## src/rtl/bus_xcvr_pkg.sv

```systemverilog
package bus_xcvr_pkg;
  localparam int unsigned DIRS = 2;

  typedef enum logic [1:0] {
    MODE_HOLD = 2'd0,
    MODE_PASS = 2'd1,
    MODE_CAPT = 2'd2
  } xfer_mode_e;
endpackage

```

## src/rtl/bus_xcvr_edge.sv

```systemverilog
module bus_xcvr_edge (
  input  logic clk_i,
  input  logic rst_ni,
  input  logic lvl_i,
  output logic rise_o
);
  logic lvl_q;

  always_ff @(posedge clk_i or negedge rst_ni) begin
    if (!rst_ni) lvl_q <= 1'b0;
    else         lvl_q <= lvl_i;
  end

  assign rise_o = lvl_i & ~lvl_q;
endmodule

```

## src/rtl/bus_xcvr_lane.sv

```systemverilog
module bus_xcvr_lane
  import bus_xcvr_pkg::*;
#(
  parameter int unsigned DATA_W = 18
) (
  input  logic              clk_i,
  input  logic              rst_ni,
  input  logic [DATA_W-1:0] src_i,
  input  logic              le_i,
  input  logic              rise_i,
  input  logic              ce_ni,
  input  logic              oe_ni,
  output logic [DATA_W-1:0] dst_o,
  output logic              dst_oe_o
);
  xfer_mode_e        mode;
  logic [DATA_W-1:0] store_q;

  always_comb begin
    if (le_i)                 mode = MODE_PASS;
    else if (rise_i && !ce_ni) mode = MODE_CAPT;
    else                      mode = MODE_HOLD;
  end

  always_ff @(posedge clk_i or negedge rst_ni) begin
    if (!rst_ni)                store_q <= '0;
    else if (mode != MODE_HOLD) store_q <= src_i;
  end

  assign dst_o    = store_q;
  assign dst_oe_o = ~oe_ni;

  assert_pass_R2: assert property (@(posedge clk_i) disable iff (!rst_ni)
    le_i |=> store_q == $past(src_i));
  // no edge with latch closed keeps the value
  assert_hold_R3: assert property (@(posedge clk_i) disable iff (!rst_ni)
    (!le_i && !rise_i) |=> $stable(store_q));
  assert_capture_R4: assert property (@(posedge clk_i) disable iff (!rst_ni)
    (!le_i && rise_i && !ce_ni) |=> store_q == $past(src_i));
  assert_ce_block_R5: assert property (@(posedge clk_i) disable iff (!rst_ni)
    (!le_i && ce_ni) |=> $stable(store_q));
endmodule

```

## src/rtl/bus_xcvr.sv

```systemverilog
module bus_xcvr
  import bus_xcvr_pkg::*;
#(
  parameter int unsigned DATA_W = 18
) (
  input  logic              clk_i,
  input  logic              rst_ni,
  input  logic [DATA_W-1:0] a_i,
  output logic [DATA_W-1:0] a_o,
  output logic              a_oe_o,
  input  logic [DATA_W-1:0] b_i,
  output logic [DATA_W-1:0] b_o,
  output logic              b_oe_o,
  input  logic              ab_oe_ni,
  input  logic              ab_le_i,
  input  logic              ab_clk_i,
  input  logic              ab_ce_ni,
  input  logic              ba_oe_ni,
  input  logic              ba_le_i,
  input  logic              ba_clk_i,
  input  logic              ba_ce_ni
);
  // index 0: A to B, index 1: B to A
  logic [DIRS-1:0][DATA_W-1:0] src, dst;
  logic [DIRS-1:0]             le, dclk, ce_n, oe_n, oe, rise;

  assign src  = {b_i, a_i};
  assign le   = {ba_le_i, ab_le_i};
  assign dclk = {ba_clk_i, ab_clk_i};
  assign ce_n = {ba_ce_ni, ab_ce_ni};
  assign oe_n = {ba_oe_ni, ab_oe_ni};

  for (genvar d = 0; d < DIRS; d++) begin : g_dir
    bus_xcvr_edge u_edge (
      .clk_i  (clk_i),
      .rst_ni (rst_ni),
      .lvl_i  (dclk[d]),
      .rise_o (rise[d])
    );

    bus_xcvr_lane #(.DATA_W(DATA_W)) u_lane (
      .clk_i    (clk_i),
      .rst_ni   (rst_ni),
      .src_i    (src[d]),
      .le_i     (le[d]),
      .rise_i   (rise[d]),
      .ce_ni    (ce_n[d]),
      .oe_ni    (oe_n[d]),
      .dst_o    (dst[d]),
      .dst_oe_o (oe[d])
    );
  end

  assign b_o    = dst[0];
  assign b_oe_o = oe[0];
  assign a_o    = dst[1];
  assign a_oe_o = oe[1];

  // the A-to-B output never follows b_i alone while held
  assert_indep_R1: assert property (@(posedge clk_i) disable iff (!rst_ni)
    (!ab_le_i && !ab_clk_i) |=> $stable(b_o));
endmodule

```

## config.mk

```make
export PLATFORM = sky130hd
export DESIGN_NAME = bus_xcvr
export DESIGN_NICKNAME = d
export VERILOG_FILES = /design/src/rtl/bus_xcvr_pkg.sv /design/src/rtl/bus_xcvr_edge.sv /design/src/rtl/bus_xcvr_lane.sv /design/src/rtl/bus_xcvr.sv
export SDC_FILE = /design/constraint.sdc
export NUM_CORES = 1
export LEC_CHECK = 0
export ABC_AREA = 1
export BUFFER_PORTS_ARGS = -buffer_cell sky130_fd_sc_hd__buf_2
export CAP_MARGIN = 15
export CORE_UTILIZATION = 47
export DETAILED_ROUTE_END_ITERATION = 8
export PLACE_DENSITY = 0.86
export SYNTH_ARGS = -nofsm -noshare
export SYNTH_HDL_FRONTEND = slang
export SYNTH_SLANG_ARGS = --single-unit
```

## constraint.sdc

```tcl
create_clock -name clk_i -period 2.4 [get_ports clk_i]
set_clock_uncertainty 0.15 [all_clocks]
set_input_delay 0 -clock clk_i [delete_from_list [all_inputs] [get_ports clk_i]]
set_output_delay 0 -clock clk_i [all_outputs]
set_load 0.1 [all_outputs]
```

Word-level counts from Yosys, hierarchy flattened
Index checks and enable logic that the tools add are counted.
{"block": "totals", "register_bits": 38, "latch_bits": 0, "ram_bits": 0, "rom_bits": 0, "input_bits": 46, "elab_cells": 20, "mem_count": 0}
{"block": "op_classes", "addsub": 0, "n_mul": 0, "div_mod_pow": 0, "order_cmp": 0, "n_eq_ne": 0, "shifts": 0, "mux": 4, "bitwise_logic": 6, "n_reduce_logical": 6}
{"cell": "2-to-1 mux 2 bit", "n": 4}
{"cell": "NOT 1 bit", "n": 4}
{"cell": "nonzero test 2 bit", "n": 2}
{"cell": "AND 1 bit", "n": 2}
{"cell": "logical AND 1 bit", "n": 2}
{"cell": "zero test 1 bit", "n": 2}

Longest topological paths before layout
Gate-level depths: netlist of run 1.
{"block": "depth", "ltp_word": 6, "mapped_depth": 6, "depth_no_buf": 5}

Modules after synthesis
From an unflattened synthesis of run 1, not the netlist that was laid out.
{"block": "unflattened", "hier_cells": 166, "area_unflattened_um2": 1549.0}
{"mod": "bus_xcvr_lane", "n_inst": 2, "cells_each": 80, "area_per_inst_um2": 739.5}
{"mod": "bus_xcvr_edge", "n_inst": 2, "cells_each": 3, "area_per_inst_um2": 35.0}

Worst setup path before layout of run 1
Ideal clock, no wire load.
{"block": "synth_timing", "kind": "register -> register", "from": "register g_dir[1].u_lane.dst_o[0] (netlist name)", "to": "register g_dir[1].u_lane.store_q[0]", "t_arrival_ns": 1.129, "required_ns": 2.182, "path_slack_ns": 1.053, "path_stages_with_launch": 3, "n_path_buf": 0, "cell_sequence": "dfrtp_1 -> nand3_1 -> nand2_1"}
{"element": "end signal: assignment", "line": "bus_xcvr_lane.sv:27", "text": "else if (mode != MODE_HOLD) store_q <= src_i;"}
{"element": "end: declaration", "line": "bus_xcvr_lane.sv:17", "text": "logic [DATA_W-1:0] store_q;"}

Final worst setup path of run 1
{"block": "layout_timing", "from": "register g_dir[0].u_edge.lvl_q", "to": "register g_dir[0].u_lane.store_q[6]"}
{"block": "layout_between", "elab_chain_len": 6}
{"element": "start: declaration", "line": "bus_xcvr_edge.sv:7", "text": "logic lvl_q;"}
{"element": "start signal: assignment", "line": "bus_xcvr_edge.sv:11", "text": "else lvl_q <= lvl_i;"}
{"element": "NOT 1 bit", "line": "bus_xcvr_edge.sv:14", "text": "assign rise_o = lvl_i & ~lvl_q;"}
{"element": "AND 1 bit", "line": "bus_xcvr_edge.sv:14"}
{"element": "logical AND 1 bit", "line": "bus_xcvr_lane.sv:21", "text": "else if (rise_i && !ce_ni) mode = MODE_CAPT;"}
{"element": "2-to-1 mux 2 bit", "line": "bus_xcvr_lane.sv:21"}
{"element": "2-to-1 mux 2 bit", "line": "bus_xcvr_lane.sv:20", "text": "if (le_i) mode = MODE_PASS;"}
{"element": "nonzero test 2 bit", "line": "bus_xcvr_lane.sv:27"}
{"element": "end signal: assignment", "line": "bus_xcvr_lane.sv:27"}
{"element": "end: declaration", "line": "bus_xcvr_lane.sv:17"}
Every way passes these cells.
A chain may end at the register's enable or synchronous reset.

==> results.md, run 1 <==
* Comb power frac at 0.420
* Layout cells sized above 1 at 0.306
* Detail Route Antenna Nets at 0
* Syn_nets at 210
* Multi-input gate area in the final layout at 508 um2
* WL met3 at 330 um
* Total power at 2000 uW
* Initial DRC count at 120
* Vias in the first global route at 1,882
* Register area share after synthesis at 0.621
* CTS sink cnt at 38
* Fmax at 514 MHz
* WP data required at 2.53 ns
* Max VDD drop at 0.536 mV
* Via-to-Cell Ratio at 4.97
* CTS Buffer Depth at 2
* H-tree Lvls at 2
* WL met2 at 3050 um
* Syn Inst Count at 164
* Setup Viol. Count Final at 0
* Root Buffer: clkbuf_4
* Slew HR at 0.452
* Crit-path cells: inv_1 -> nand3_4 -> nand2_4 -> nand2_1 -> nand2_1 -> dlygate4sd3_1
* PnR worst setup slack at 0.455 ns
* Unrepaired setup endpoints after global routing: false
* Leak at 0.00154 uW
* CP max stage delay at 0.57 ns
* Routed vias at 1,829
* Final min period at 1.95 ns
* Synth Cell Area at 1530 um2
* Area Overhead vs Synth at 82.1%
* Sw Pwr at 877 uW
* Placed instance count at 285
* Sequential cell fraction of total power at 0.370
* Int Pwr at 1120 uW
* Hold Buf Count CTS at 75
* Clk pwr share at 0.209
* Crit share post-route at 0.810
* Max Cap Viol at 0
* Resized cells post-CTS at 0
* Fillers at 146
* I/O pin count at 84
* CP max FO at 19
* Largest net degree at the start of global routing at 39
* WS Path Type: reg2reg
* Fin. max-slew vios at 0
* Syn_area_per_cell at 9.34 um2
* Die Span X at 59.1 um
* #FFs+latches synth at 38
* DIE AREA at 3490 um2
* Worst hold slack at 0.121 ns
* Die height at 59.1 um
* Yosys warnings at 0
* Setup TNS at 0 ns
* WL per Instance at 15.3 um
* TritonCTS Buffers at 5
* Core area at 3080 um2
* CTS clk-pin slew, worst paths at 0.12 ns
* ANT cells at 0
* Register area at 951 um2
* Setup crit end kind: flop
* Cell family with most CP delay: simple AND/OR/NAND/NOR gates
* Crit start category: flop
* Final #Nets at 369
* DRC at 0
* GRT Util Overall at 0.360
* Sw Share at 0.439
* Starting Density at 0.498
* Antenna violations before repair at 0
* Routed wire length at 5650 um
* CTS tree: built
* Status: finished, final reports clean
* Clk Latency, worst-skew pair at 0.35 ns
* Worst slew pin tran at 0.823 ns
* GP Congestion at 0.702
* Highest Signal Layer: met4
* CP Buf/Inv Count at 2
* Pwr/cell area at 716 nW/um2
* Port-buffer cells at 83
* Most Frequent Cell on Critical Path: nand2_1
* Pre-CTS WS at 1.13 ns
* Cell Rows at 20
* Final hold vios at 0
* Crit path DAT at 2.08 ns
* First-pass GRT wire length at 8960 um
* Post-synthesis cell type count at 9
* First drt pass iteration count at 4
* Hold Path Class: in2async
* Finished Layout Cells at 368
* Slowest CP cell: dlygate4sd3_1
* Hpwl dp at 2330 um
* Post-CTS Setup Inserts at 0
* GRT overflow at 0
* Met1 wire length at 2070 um
## power groups by stage
stage | logic [uW] | clock network, uW | registers, uW
2_1_floorplan | 104 | 0 | 1190
3_3_place_gp | 676 | 0 | 746
3_5_place_dp | 684 | 0 | 745
4_1_cts | 816 | 414 | 734
5_1_grt | 874 | 441 | 746
6_report | 840 | 418 | 740
## cell usage after synthesis
cell	count	area, um2
buf_6	2	22.5
nand3_4	2	35.0
nand2_4	2	22.5
dfrtp_1	38	951
nand3_1	36	180
nand2_1	72	270
inv_2	4	15.0
inv_1	4	15.0
buf_2	4	20.0
## flip-flops by register name (all words and copies together), names as in the netlist
signal,cells
g_dir.u_lane.dst_o,36
g_dir.u_edge.lvl_q,2
## cell type report
type,count,area share
repair buffers,158,0.418
flip-flops and latches,38,0.341
multi-input cells,112,0.182
clock buffers,8,0.0283
well taps,44,0.0197
inverters,8,0.0108
## path summary, 6_finish.rpt
check,slack [ns],depth (start not counted),start,endpoint
max,0.45,6,g_dir[0].u_edge.lvl_q$_DFF_PN0_,g_dir[0].u_lane.dst_o[6]$_DFFE_PN0P_
min,0.12,2,rst_ni,g_dir[0].u_lane.dst_o[10]$_DFFE_PN0P_
max reg2reg,0.45,6,g_dir[0].u_edge.lvl_q$_DFF_PN0_,g_dir[0].u_lane.dst_o[6]$_DFFE_PN0P_
min reg2reg,0.91,3,g_dir[1].u_lane.dst_o[17]$_DFFE_PN0P_,g_dir[1].u_lane.dst_o[17]$_DFFE_PN0P_
max in group asynchronous,1.45,2,rst_ni,g_dir[1].u_lane.dst_o[8]$_DFFE_PN0P_
min in group clk_i,0.18,2,ab_clk_i,g_dir[0].u_edge.lvl_q$_DFF_PN0_
## layout by cell type (no fill, tap or decap)
| master | count |
|---|---|
| dfrtp_1 | 38 |
| nand2_4 | 2 |
| buf_2 | 83 |
| nand3_1 | 36 |
| inv_1 | 4 |
| nand3_4 | 2 |
| inv_2 | 4 |
| clkbuf_4 | 5 |
| dlygate4sd3_1 | 75 |
| nand2_1 | 72 |
| clkbuf_8 | 3 |
## per-layer routing
| metal | up-vias | track usage |
|---|---|---|
| met5 | - | 0 |
| met4 | 0 | 0.150 |
| met3 | 21 | 0.0917 |
| met2 | 85 | 0.657 |
| met1 | 884 | 0.394 |
| li1 | 839 | - |
## per-stage QoR
stage | util | instance area (um2)
detailed placement | 0.637 | 1960
CTS | 0.906 | 2790
global route | 0.906 | 2790
floorplan | - | 1530
finish | 0.906 | 2790
global placement | 0.637 | 1960
## kinds of logic after synthesis
| kind of cell | count (synthesis) | share of synthesized area |
|---|---|---|
| and+or+nand+nor | 112 | 0.332 |
| DFF | 38 | 0.621 |
| buffers and inverters | 14 | 0.0474 |
(Power assumes the default switching activity.)
==> run 2: changes to the inputs <==
--- a/config.mk
+++ b/config.mk
@@ -5,12 +5,12 @@
 export SDC_FILE = /design/constraint.sdc
 export NUM_CORES = 1
 export LEC_CHECK = 0
-export ABC_AREA = 1
+export ABC_AREA = 0
 export BUFFER_PORTS_ARGS = -buffer_cell sky130_fd_sc_hd__buf_2
 export CAP_MARGIN = 15
-export CORE_UTILIZATION = 47
+export CORE_UTILIZATION = 49
 export DETAILED_ROUTE_END_ITERATION = 8
-export PLACE_DENSITY = 0.86
+export PLACE_DENSITY = 0.82
 export SYNTH_ARGS = -nofsm -noshare
 export SYNTH_HDL_FRONTEND = slang
 export SYNTH_SLANG_ARGS = --single-unit
==> constraint.sdc (replaced) <==
create_clock -name clk_i -period 1.8 [get_ports clk_i]
set_clock_uncertainty 0.15 [all_clocks]
set_input_delay 0 -clock clk_i [delete_from_list [all_inputs] [get_ports clk_i]]
set_output_delay 0 -clock clk_i [all_outputs]
set_load 0.1 [all_outputs]
==> run 2 against run 1 <==
Net effect:
- first-iteration DRC count increased by 47%
- cell area rose by 9.1%
- combinational power grew 35%
==> results.md, run 2 <==
* Root Buffer: clkbuf_8 (was clkbuf_4)
* Mux share of post-synthesis cell area at 0 (unchanged)
* First drt pass iteration count at 4 (unchanged)
* Fin. max-slew vios at 0 (unchanged)
* Syn_nets at 252 (was 210)
* Slowest CP cell: dfrtp_1 (was dlygate4sd3_1)
* GRT overflow at 0 (unchanged)
* Leak at 0.00133 uW (was 0.00154 uW)
* Most frequent cell after synthesis: dfrtp_1 (was nand2_1)
* Area Overhead vs Synth at 42.7% (was 82.1%)
* Max reg flops at 36 (unchanged)
* Status: finished, final reports clean (unchanged)
* Yosys warnings at 0 (unchanged)
* Fmax at 740 MHz (was 514 MHz)
* Routed vias at 2,046 (was 1,829)
* WS Path Type: reg2reg (unchanged)
* GRT Util Overall at 0.266 (was 0.360)
* Hold Path Class: in2reg (was in2async)
* Dominant synthesized flop cell: dfrtp_1 (unchanged)
* CP max FO at 13 (was 19)
* Core area at 4090 um2 (was 3080 um2)
* Via-to-Cell Ratio at 5.50 (was 4.97)
* DIE AREA at 4620 um2 (was 3490 um2)
* Clk pwr share at 0.206 (was 0.209)
* Post-DP Area at 2570 um2 (was 1960 um2)
* R2R Path Start: g_dir[1].u_edge.lvl_q$_DFF_PN0_ (was g_dir[0].u_edge.lvl_q$_DFF_PN0_)
* GP Congestion at 0.738 (was 0.702)
* Setup crit end kind: flop (unchanged)
* Largest family of logic cells by synthesized area: simple AND/OR/NAND/NOR gates (unchanged)
* Starting Density at 0.522 (was 0.498)
* Worst slew pin tran at 0.855 ns (was 0.823 ns)
* Port-buffer cells at 83 (unchanged)
* Setup TNS at 0 ns (unchanged)
* ANT cells at 0 (unchanged)
* Adder-cell share of the synthesized area at 0 (unchanged)
* Unrepaired setup endpoints after global routing: false (unchanged)
* Post-synthesis cell type count at 10 (was 9)
* Syn_area_per_cell at 10.3 um2 (was 9.34 um2)
* Yosys top cell by area: dfrtp_1 (unchanged)
* Cell family with most CP delay: flip-flops (was simple AND/OR/NAND/NOR gates)
* WP data required at 1.81 ns (was 2.53 ns)
* CTS sink cnt at 38 (unchanged)
* Finished Cell Area at 3040 um2 (was 2790 um2)
* Sw Pwr at 1200 uW (was 877 uW)
* Slew HR at 0.430 (was 0.452)
* Compound-cell area share of the yosys netlist at 0.127 (was 0)
* Detail Route Antenna Nets at 0 (unchanged)
* Die Span X at 68.0 um (was 59.1 um)
* Simple-gate share of the synthesized area at 0.377 (was 0.332)
* Resized cells post-CTS at 0 (unchanged)
* Share of the synthesized area in the top cell type at 0.446 (was 0.621)
* Crit-path cells: nor3b_4 -> buf_12 -> o211ai_1 (was inv_1 -> nand3_4 -> nand2_4 -> nand2_1 -> nand2_1 -> dlygate4sd3_1)
* Largest cells by area after synthesis: dfrtp_1 (45%), nand4bb_1 (19%), o211ai_1 (13%) (was dfrtp_1 (62%), nand2_1 (18%), nand3_1 (12%))
* Final min period at 1.35 ns (was 1.95 ns)
* Max VDD drop at 0.585 mV (was 0.536 mV)
* Int Pwr at 1470 uW (was 1120 uW)
* Antenna violations before repair at 0 (unchanged)
* Crit path from: g_dir[1].u_edge.lvl_q$_DFF_PN0_ (was g_dir[0].u_edge.lvl_q$_DFF_PN0_)
* Synth Cell Area at 2130 um2 (was 1530 um2)
* Crit start category: flop (unchanged)
* Post-synth EDFFs at 0 (unchanged)
* CTS clk-pin slew, worst paths at 0.07 ns (was 0.12 ns)
* CP Buf/Inv Count at 1 (was 2)
* Clk Latency, worst-skew pair at 0.28 ns (was 0.35 ns)
* Comb power frac at 0.423 (was 0.420)
* Hold Buf Count CTS at 39 (was 75)
* Register area share after synthesis at 0.446 (was 0.621)
* Sw Share at 0.448 (was 0.439)
* TritonCTS Buffers at 5 (unchanged)
* Die height at 68.0 um (was 59.1 um)
* Sequential cell fraction of total power at 0.371 (was 0.370)
* Final hold vios at 0 (unchanged)
* Setup Viol. Count Final at 0 (unchanged)
* CP max stage delay at 0.40 ns (was 0.57 ns)
* Ys async rst share at 1.00 (unchanged)
* Vias in the first global route at 2,053 (was 1,882)
* HP Start: ba_le_i
* #FFs+latches synth at 38 (unchanged)
* I/O pin count at 84 (unchanged)
* Most frequent cells in the layout: buf_2 (83), dlygate4sd3_1 (39), dfrtp_1 (38) (was buf_2 (83), dlygate4sd3_1 (75), nand2_1 (72), dfrtp_1 (38), nand3_1 (36))
* Fillers at 286 (was 146)
* Commonest non-fill, non-tap cell in the layout: buf_2 (unchanged)
* Pwr/cell area at 878 nW/um2 (was 716 nW/um2)
* Most frequent cells after synthesis: dfrtp_1 (38), nand2_1 (36), nand2b_1 (36), nand4bb_1 (36), o211ai_1 (36) (was nand2_1 (72), dfrtp_1 (38), nand3_1 (36))
* Routed wire length at 5680 um (was 5650 um)
* Post-CTS Setup Inserts at 0 (unchanged)
* Crit share post-route at 0.751 (was 0.810)
* CTS tree: built (unchanged)
* Total power at 2670 uW (was 2000 uW)
* First-pass GRT wire length at 9120 um (was 8960 um)
* H-tree Lvls at 2 (unchanged)
* Final #Nets at 368 (was 369)
* Initial DRC count at 176 (was 120)
* Largest net degree at the start of global routing at 39 (unchanged)
* Crit path DAT at 1.36 ns (was 2.08 ns)
* Cell Rows at 23 (was 20)
* DRC at 0 (unchanged)
* Layout cells sized above 1 at 0.301 (was 0.306)
* Max Cap Viol at 0 (unchanged)
* CTS Buffer Depth at 2 (unchanged)
* Post-Synth XOR/XNOR Area at 0 (unchanged)
* WL per Instance at 15.3 um (about the same)
* Finished Core Util at 0.744 (was 0.906)
* Syn Inst Count at 206 (was 164)
* Hpwl dp at 3290 um (was 2330 um)
==> run 2: cell types whose count changed after synthesis, moves of 10 or more <==
cell / before / now
nand4bb_1: 0 / 36
clkbuf_1: 0 / 10
nand2b_1: 0 / 36
nand2_1: 72 / 36
o211ai_1: 0 / 36
nand3_1: 36 / 0
==> run 2: worst paths after layout <==
check                                                              to  cells after the start  slack (ns)
worst max-delay path            g_dir[1].u_lane.dst_o[14]$_DFFE_PN0P_                      3        0.45
worst min-delay path             g_dir[1].u_lane.dst_o[4]$_DFFE_PN0P_                      3        0.08
worst max register to register  g_dir[1].u_lane.dst_o[14]$_DFFE_PN0P_                      3        0.45
worst min register to register   g_dir[1].u_lane.dst_o[9]$_DFFE_PN0P_                      2        0.41
max in group asynchronous       g_dir[1].u_lane.dst_o[16]$_DFFE_PN0P_                      2        0.73
min in group asynchronous        g_dir[0].u_lane.dst_o[3]$_DFFE_PN0P_                      2        0.22
==> run 2: metrics by stage <==
stage	hold slack [ns]	std cells	setup WS, ns
6_report	0.0750	372	0.448
5_1_grt	0.105	372	0.361
4_1_cts	0.0731	372	0.443
3_5_place_dp	0.0146	326	0.439
3_3_place_gp	0.0201	326	0.483
2_1_floorplan	-0.446	206	0.398
==> run 2: kinds of logic (layout without fill, tap and decap cells) <==
group / after synthesis / count (layout)
AND/OR/NAND/NOR: 110 / 110
flip-flops: 38 / 38
AO/OA/AOI/OAI: 36 / 36
buffers and inverters: 22 / 138
==> run 2: final cells by class <==
cell class	count	area [um2]	area share
multi-input combinational	146	1070	0.353
sequential	38	951	0.313
timing repair buffer	129	871	0.286
clock buffer	7	76.3	0.0251
tap	50	62.6	0.0206
inverter	2	7.51	0.00247
==> run 2: per-layer routing <==
| layer | track usage | share of wire |
|---|---|---|
| met2 | 0.467 | 0.51 |
| met3 | 0.0667 | 0.061 |
| met5 | 0 | 0 |
| met1 | 0.320 | 0.42 |
| met4 | 0.0703 | 0.0079 |
==> run 2: power groups by stage <==
stage          sequential, uW  combinational (uW)  clock, uW
2_1_floorplan            1630                 214          0
3_3_place_gp             1000                1050          0
3_5_place_dp             1000                1060          0
4_1_cts                   988                1130        561
5_1_grt                  1000                1180        600
6_report                  990                1130        549
==> run 2: worst min-delay path: stages <==
cell and delay (ns):
buf_2 0.27, nand2_1 0.12, o211ai_1 0.08
